--- config.mk ---
export PLATFORM = sky130hd
export DESIGN_NAME = dsv_dispatch
export DESIGN_NICKNAME = d
export VERILOG_FILES = /design/src/rtl/dsv_pkg.sv /design/src/rtl/dsv_chan.sv /design/src/rtl/dsv_match.sv /design/src/rtl/dsv_pend.sv /design/src/rtl/dsv_dispatch.sv
export SDC_FILE = /design/constraint.sdc
export NUM_CORES = 1
export LEC_CHECK = 0
export ABC_AREA = 1
export BUFFER_PORTS_ARGS = -buffer_cell sky130_fd_sc_hd__buf_2
export CORE_UTILIZATION = 38
export DETAILED_ROUTE_END_ITERATION = 10
export PLACE_DENSITY = 0.52
export SYNTH_ARGS = -nofsm -noshare
export SYNTH_HDL_FRONTEND = slang
export SYNTH_SLANG_ARGS = --single-unit
--- constraint.sdc ---
create_clock -name clk_i -period 5.48 [get_ports clk_i]
set_input_delay 0 -clock clk_i [delete_from_list [all_inputs] [get_ports clk_i]]
set_output_delay 0 -clock clk_i [all_outputs]
set_load 0.05 [all_outputs]
--- src/rtl/dsv_pkg.sv ---
package dsv_pkg;
  typedef enum logic [1:0] {
    KIND_VEC = 2'd0,
    KIND_CNT = 2'd1,
    KIND_CLR = 2'd2,
    KIND_RSV = 2'd3
  } wr_kind_e;

  function automatic int src_code(input int base, input int step, input int idx);
    return base + step * idx;
  endfunction
endpackage

--- src/rtl/dsv_chan.sv ---
module dsv_chan #(
  parameter int VEC_W = 8,
  parameter int CNT_W = 16,
  parameter int SRC_W = 3
) (
  input  logic             clk_i,
  input  logic             rst_ni,
  input  logic             vec_we_i,
  input  logic [VEC_W-1:0] vec_wd_i,
  input  logic             cnt_we_i,
  input  logic [CNT_W-1:0] cnt_wd_i,
  input  logic             cand_vld_i,
  input  logic [SRC_W-1:0] cand_src_i,
  input  logic             ack_i,
  output logic [VEC_W-1:0] vec_o,
  output logic [CNT_W-1:0] cnt_o,
  output logic             req_o,
  output logic [SRC_W-1:0] src_o,
  output logic             done_o,
  output logic             tc_o
);
  logic [VEC_W-1:0] vec_q;
  logic [CNT_W-1:0] cnt_q;
  logic             req_q, tc_q;
  logic [SRC_W-1:0] src_q;
  logic             fire, last;

  assign fire = req_q & ack_i;
  assign last = (cnt_q <= CNT_W'(1));

  always_ff @(posedge clk_i or negedge rst_ni) begin
    if (!rst_ni) begin
      vec_q <= '0;
      cnt_q <= '0;
      req_q <= 1'b0;
      src_q <= '0;
      tc_q  <= 1'b0;
    end else begin
      tc_q <= fire & last;
      if (fire) begin
        req_q <= 1'b0;
      end else if (!req_q && cand_vld_i) begin
        req_q <= 1'b1;
        src_q <= cand_src_i;
      end
      // software rewrite wins over auto-disarm
      if (vec_we_i)          vec_q <= vec_wd_i;
      else if (fire && last) vec_q <= '0;
      if (cnt_we_i)                 cnt_q <= cnt_wd_i;
      else if (fire && cnt_q != '0) cnt_q <= cnt_q - CNT_W'(1);
    end
  end

  assign vec_o  = vec_q;
  assign cnt_o  = cnt_q;
  assign req_o  = req_q;
  assign src_o  = src_q;
  assign done_o = fire;
  assign tc_o   = tc_q;
endmodule

--- src/rtl/dsv_match.sv ---
module dsv_match #(
  parameter int N_CH     = 8,
  parameter int N_SRC    = 8,
  parameter int VEC_W    = 8,
  parameter int VEC_BASE = 16,
  parameter int VEC_STEP = 4,
  localparam int CH_W    = $clog2(N_CH),
  localparam int SRC_W   = $clog2(N_SRC)
) (
  input  logic [N_CH-1:0][VEC_W-1:0] vec_i,
  input  logic [N_SRC-1:0]           pend_i,
  output logic [N_SRC-1:0]           claimed_o,
  output logic [N_CH-1:0]            cand_vld_o,
  output logic [N_CH-1:0][SRC_W-1:0] cand_src_o
);
  import dsv_pkg::*;

  logic [N_SRC-1:0][CH_W-1:0] owner;

  // owner of each source: lowest armed channel with a matching vector
  always_comb begin
    claimed_o = '0;
    owner     = '0;
    for (int s = 0; s < N_SRC; s++) begin
      for (int c = N_CH - 1; c >= 0; c--) begin
        if (vec_i[c] != '0 && vec_i[c] == VEC_W'(src_code(VEC_BASE, VEC_STEP, s))) begin
          claimed_o[s] = 1'b1;
          owner[s]     = CH_W'(c);
        end
      end
    end
  end

  // per channel: lowest pending source it owns
  always_comb begin
    cand_vld_o = '0;
    cand_src_o = '0;
    for (int c = 0; c < N_CH; c++) begin
      for (int s = N_SRC - 1; s >= 0; s--) begin
        if (pend_i[s] && claimed_o[s] && owner[s] == CH_W'(c)) begin
          cand_vld_o[c] = 1'b1;
          cand_src_o[c] = SRC_W'(s);
        end
      end
    end
  end
endmodule

--- src/rtl/dsv_pend.sv ---
module dsv_pend #(
  parameter int N_SRC    = 8,
  parameter int VEC_W    = 8,
  parameter int VEC_BASE = 16,
  parameter int VEC_STEP = 4,
  localparam int SRC_W   = $clog2(N_SRC)
) (
  input  logic             clk_i,
  input  logic             rst_ni,
  input  logic [N_SRC-1:0] set_i,
  input  logic [N_SRC-1:0] clr_i,
  input  logic [N_SRC-1:0] claimed_i,
  output logic [N_SRC-1:0] pend_o,
  output logic             fwd_vld_o,
  output logic [SRC_W-1:0] fwd_src_o,
  output logic [VEC_W-1:0] fwd_vec_o
);
  import dsv_pkg::*;

  logic [N_SRC-1:0] pend_q;

  always_ff @(posedge clk_i or negedge rst_ni) begin
    if (!rst_ni) pend_q <= '0;
    else         pend_q <= (pend_q & ~clr_i) | set_i;  // new request beats clear
  end

  always_comb begin
    fwd_vld_o = 1'b0;
    fwd_src_o = '0;
    fwd_vec_o = '0;
    for (int s = N_SRC - 1; s >= 0; s--) begin
      if (pend_q[s] && !claimed_i[s]) begin
        fwd_vld_o = 1'b1;
        fwd_src_o = SRC_W'(s);
        fwd_vec_o = VEC_W'(src_code(VEC_BASE, VEC_STEP, s));
      end
    end
  end

  assign pend_o = pend_q;
endmodule

--- src/rtl/dsv_dispatch.sv ---
module dsv_dispatch #(
  parameter int N_CH     = 8,
  parameter int N_SRC    = 8,
  parameter int VEC_W    = 8,
  parameter int CNT_W    = 16,
  parameter int VEC_BASE = 16,
  parameter int VEC_STEP = 4,
  localparam int CH_W    = $clog2(N_CH),
  localparam int SRC_W   = $clog2(N_SRC),
  localparam int ADDR_W  = CH_W + 2,
  localparam int DATA_W  = (CNT_W > VEC_W) ? CNT_W : VEC_W
) (
  input  logic              clk_i,
  input  logic              rst_ni,
  input  logic [N_SRC-1:0]  irq_i,
  input  logic              wr_en_i,
  input  logic [ADDR_W-1:0] wr_addr_i,
  input  logic [DATA_W-1:0] wr_data_i,
  output logic [N_CH-1:0]   dma_req_o,
  input  logic [N_CH-1:0]   dma_ack_i,
  output logic [N_CH-1:0]   tc_irq_o,
  output logic              cpu_irq_o,
  output logic [VEC_W-1:0]  cpu_vec_o,
  input  logic              cpu_ack_i
);
  import dsv_pkg::*;

  wr_kind_e                   wr_kind;
  logic [CH_W-1:0]            wr_ch;
  logic                       clr_we;
  logic [N_CH-1:0]            vec_we, cnt_we, done, cand_vld;
  logic [N_CH-1:0][VEC_W-1:0] vec_all;
  logic [N_CH-1:0][CNT_W-1:0] cnt_all;
  logic [N_CH-1:0][SRC_W-1:0] src_all, cand_src;
  logic [N_SRC-1:0]           pend, claimed, clr;
  logic                       fwd_vld;
  logic [SRC_W-1:0]           fwd_src;

  assign wr_kind = wr_kind_e'(wr_addr_i[ADDR_W-1 -: 2]);
  assign wr_ch   = wr_addr_i[CH_W-1:0];
  assign clr_we  = wr_en_i && wr_kind == KIND_CLR;

  for (genvar c = 0; c < N_CH; c++) begin : g_ch
    assign vec_we[c] = wr_en_i && wr_kind == KIND_VEC && wr_ch == CH_W'(c);
    assign cnt_we[c] = wr_en_i && wr_kind == KIND_CNT && wr_ch == CH_W'(c);

    dsv_chan #(.VEC_W(VEC_W), .CNT_W(CNT_W), .SRC_W(SRC_W)) u_chan (
      .clk_i      (clk_i),
      .rst_ni     (rst_ni),
      .vec_we_i   (vec_we[c]),
      .vec_wd_i   (wr_data_i[VEC_W-1:0]),
      .cnt_we_i   (cnt_we[c]),
      .cnt_wd_i   (wr_data_i[CNT_W-1:0]),
      .cand_vld_i (cand_vld[c]),
      .cand_src_i (cand_src[c]),
      .ack_i      (dma_ack_i[c]),
      .vec_o      (vec_all[c]),
      .cnt_o      (cnt_all[c]),
      .req_o      (dma_req_o[c]),
      .src_o      (src_all[c]),
      .done_o     (done[c]),
      .tc_o       (tc_irq_o[c])
    );
  end

  dsv_match #(
    .N_CH(N_CH), .N_SRC(N_SRC), .VEC_W(VEC_W),
    .VEC_BASE(VEC_BASE), .VEC_STEP(VEC_STEP)
  ) u_match (
    .vec_i      (vec_all),
    .pend_i     (pend),
    .claimed_o  (claimed),
    .cand_vld_o (cand_vld),
    .cand_src_o (cand_src)
  );

  // pending-flag clears: flag-clear write, DMA acknowledge, CPU acknowledge
  always_comb begin
    clr = '0;
    for (int s = 0; s < N_SRC; s++) begin
      if (clr_we && wr_data_i[VEC_W-1:0] == VEC_W'(src_code(VEC_BASE, VEC_STEP, s)))
        clr[s] = 1'b1;
    end
    for (int c = 0; c < N_CH; c++) begin
      if (done[c]) clr[src_all[c]] = 1'b1;
    end
    if (cpu_ack_i && fwd_vld) clr[fwd_src] = 1'b1;
  end

  dsv_pend #(
    .N_SRC(N_SRC), .VEC_W(VEC_W),
    .VEC_BASE(VEC_BASE), .VEC_STEP(VEC_STEP)
  ) u_pend (
    .clk_i     (clk_i),
    .rst_ni    (rst_ni),
    .set_i     (irq_i),
    .clr_i     (clr),
    .claimed_i (claimed),
    .pend_o    (pend),
    .fwd_vld_o (fwd_vld),
    .fwd_src_o (fwd_src),
    .fwd_vec_o (cpu_vec_o)
  );

  assign cpu_irq_o = fwd_vld;
endmodule

==> metrics.log <==
[metrics] worst slew margin relative to its limit: 30.8%
[metrics] clk root buf: sky130_fd_sc_hd__clkbuf_16
[metrics] cell taking the most area after synthesis: sky130_fd_sc_hd__dfrtp_1
[metrics] number of nets in the layout: 2281
[metrics] run status: completed
[metrics] main combinational cell family by area after synthesis: simple AND/OR/NAND/NOR gates
[metrics] total of warnings raised by yosys: 0
[metrics] most frequent cells in the layout: sky130_fd_sc_hd__nand2_1 (514), sky130_fd_sc_hd__inv_1 (259), sky130_fd_sc_hd__dfrtp_1 (240)
[metrics] simple-gate area share of the yosys netlist: 33.6%
[metrics] endpoint arrival time on the critical path: 3330 ps
[metrics] RSZ-0062 raised after global routing: no
[metrics] Horiz. Die Dim: 204 um
[metrics] share of the clock period used by the worst path after layout: 52.6%
[metrics] area share of the leading cell type in the synthesized netlist: 38.5%
[metrics] number of antenna cells inserted: 0
[metrics] die outline area: 41800 sq um
[metrics] GRT Total Usage: 25.6%
[metrics] Detail Route Antenna Nets: 0
[metrics] final instance count without filler cells: 2771
[metrics] distinct cell type count of the synthesized netlist: 53
[metrics] maximum level of the CTS H-tree: 1
[metrics] Critical Setup Path Class: flop to flop
[metrics] detailed-route via count: 15.1k
[metrics] grt total ovfl: 0
[metrics] number of buffers inserted by port buffering: 61
[metrics] worst skew pair latency: 620 ps
[metrics] pin count of the biggest net entering global routing: 93
[metrics] sum of routed wire length over all layers: 52.9 mm
[metrics] clock tree from TritonCTS: done
[metrics] die outline height: 204 um
[metrics] Worst Reg2Reg Path Length in Cells: 15
[metrics] achievable clock frequency: 347 MHz
[metrics] placement row count: 73
[metrics] fraction of the mapped netlist area in compound gates: 14.1%
[metrics] share of cells above drive strength 1: 13.3%
[metrics] number of remaining DRC errors: 0
[metrics] kind of start point of the critical path: flop
[metrics] Via density: 5.43
[metrics] number of cells produced by synthesis: 2128
[metrics] post-layout worst setup margin: 2600 ps
[metrics] dpl cell area: 16400 sq um
[metrics] Post-Synth Adder-Cell Area: 1.28%
[metrics] post-synthesis async set-or-reset flop share: 100%
[metrics] required time at the endpoint of the critical path: 5930 ps
[metrics] total setup buffers inserted after CTS: 0
[metrics] CTS clock-pin slew for the worst setup and hold paths: 60 ps
[metrics] Worst setup EP type: flop
[metrics] power per unit of standard cell area: 392 nW/um^2
[metrics] class of the most critical hold timing path: input port to asynchronous set/reset pin
[metrics] filler cell count in the final layout: 4155
[metrics] Post-synth EDFFs: 0
[metrics] number of flip-flops and latches in the synthesized netlist: 240
[metrics] time the worst path needs with I/O delays and setup: 2880 ps
[metrics] IR Drop Worst-Case VDD: 0.000289 V
[metrics] Longest Clk Path Bufs: 3
[metrics] synthesized area per cell: 7.32 sq um
[metrics] # setup viols final: 0
[metrics] vias in the first global route: 14.2k
[metrics] max-cap check violation count: 0
[metrics] portion of the post-synthesis area used by sequential elements: 38.5%
[metrics] largest clock skew in the final design: 54.1 ps
[metrics] leading cell type in the layout, fill and taps excluded: sky130_fd_sc_hd__nand2_1
[metrics] initial antenna violation count: 1
[metrics] number of sinks driven by the clock tree: 240
[metrics] share of cell area taken by muxes after synthesis: 0%
[metrics] share of the core filled with cells: 44.2%
[metrics] pre-CTS setup slack: 3010 ps
[metrics] Starting DRT DRC Count: 1248
[metrics] starting density of the core: 38.9%
[metrics] wire length per cell after detailed routing: 19.1 um
[metrics] number of buffers created by CTS: 30
[metrics] leakage: 8.54 nW
[metrics] area share of xor/xnor cells in the synthesized design: 3.54%
[metrics] hpwl dp: 39.4 mm
[metrics] predominant post-synthesis flop cell: sky130_fd_sc_hd__dfrtp_1
[metrics] Max Transition Viols Final: 0
[metrics] post-route cell area: 17700 sq um
[metrics] number of iterations in the first detailed-routing pass: 5
[metrics] transition time of the tightest slew-check pin: 1030 ps
[metrics] area inside the core boundary: 40100 sq um
[metrics] count of placed standard cells including taps: 2678
[metrics] Synth area leaders: sky130_fd_sc_hd__dfrtp_1 (39%), sky130_fd_sc_hd__nand2_1 (12%), sky130_fd_sc_hd__inv_1 (6.2%)
[metrics] Synth Cell Area: 15600 sq um
[metrics] wire length of the first global-routing pass: 82.0 mm
[metrics] GP Congestion: 0.987
[metrics] area taken by flip-flops and latches: 6010 sq um
[metrics] final hold violations: 0
[metrics] count of cells resized by post-cts repair: 0
[metrics] largest fanout of any net on the critical path: 5
[metrics] combined area of the multi-input logic cells: 8200 sq um
[metrics] ports placed on the boundary: 66
[metrics] layout overhead on the synthesized area: 13.6%
[metrics] Setup Total Neg Slack: 0 ps
power by group:
part           switching [mW]  total, mW  internal [mW]
Clock                   0.815       1.94           1.12
Sequential              0.483       2.78           2.30
Combinational            1.41       2.22          0.817
metrics by stage:
stage          power, mW  hold WS, ps
2_1_floorplan       4.38         -296
3_3_place_gp        4.94         90.5
3_5_place_dp        4.97         91.9
4_1_cts             6.97         13.7
5_1_grt             7.42         34.5
6_report            6.94         8.67
synth_stat cells, drive strengths merged (3+ instances only):
cell / instances
nand2: 573
inv: 298
nor2: 278
dfrtp: 240
nand3: 161
nand4: 70
o21ai: 63
o221ai: 63
o22ai: 59
nor3: 53
a21oi: 42
o211ai: 40
xor2: 37
xnor2: 26
buf: 23
clkbuf: 22
o311ai: 17
ha: 16
nor4: 10
a221o: 6
a22oi: 5
clkinv: 5
a2111oi: 3
a31oi: 3
a32o: 3
cell type report:
type	count	share of cell area (%)
well taps	525	3.71
flip-flops and latches	240	33.9
clock buffers	44	4.82
inverters	303	6.43
clock inverters	10	0.565
multi-input cells	1543	46.3
repair buffers	106	4.24
metal layers:
layer	track usage (%)	part of all wire (%)	up-vias
met5	0	0.028	-
met2	41.3	45	471
met4	8.37	3.5	2
met1	34.8	45	7174
met3	4.52	6.2	100
li1	-	-	7311
final timing paths:
kind	start	to	slack, ps
min reg2reg	g_ch[4].u_chan.vec_o[6]	g_ch[4].u_chan.vec_o[6]	510
max in group asynchronous	rst_ni	g_ch[5].u_chan.tc_o	4190
max	g_ch[0].u_chan.vec_o[2]	u_pend.pend_o[6]	2600
min	rst_ni	g_ch[1].u_chan.cnt_o[7]	9
max reg2reg	g_ch[0].u_chan.vec_o[2]	u_pend.pend_o[6]	2600
min in group clk_i	wr_data_i[15]	g_ch[5].u_chan.cnt_o[15]	30
sequential cells by signal, summed over array words and instances, names as in the netlist:
signal and count:
g_ch.u_chan.cnt_o 128, u_pend.pend_o 8, g_ch.u_chan.src_o 24, g_ch.u_chan.req_o 8, g_ch.u_chan.tc_o 8, g_ch.u_chan.vec_o 64
cell families (layout without fill, tap and decap cells):
logic type               Yosys count  after routing
AND/OR/NAND/NOR                 1149           1149
XOR/XNOR                          63             63
adder cells (fa/ha/maj)           16             16
other                              1              4
AO/OA/AOI/OAI                    311            311
buffers and inverters            348            463
flip-flops                       240            240
timing repair:
item	CTS	global route
setup endpoints to repair	0	0
endpoints found under the hold margin	163	0
hold buffers	39	0
worst max-delay path: stages (launching register included):
cell and delay [ps]:
sky130_fd_sc_hd__dfrtp_1 370, sky130_fd_sc_hd__inv_1 120, sky130_fd_sc_hd__nand2_1 60, sky130_fd_sc_hd__nor2_1 200, sky130_fd_sc_hd__nand2_2 160, sky130_fd_sc_hd__nand2_1 120, sky130_fd_sc_hd__nor2_2 80, sky130_fd_sc_hd__nand3_1 200
sky130_fd_sc_hd__nand2_1 130, sky130_fd_sc_hd__inv_2 110, sky130_fd_sc_hd__nand3_1 100, sky130_fd_sc_hd__nor2_1 220, sky130_fd_sc_hd__nand2_1 150, sky130_fd_sc_hd__nand2_1 80, sky130_fd_sc_hd__nand2_1 50, sky130_fd_sc_hd__dlygate4sd3_1 560
Power figures use the tool's default switching activity.
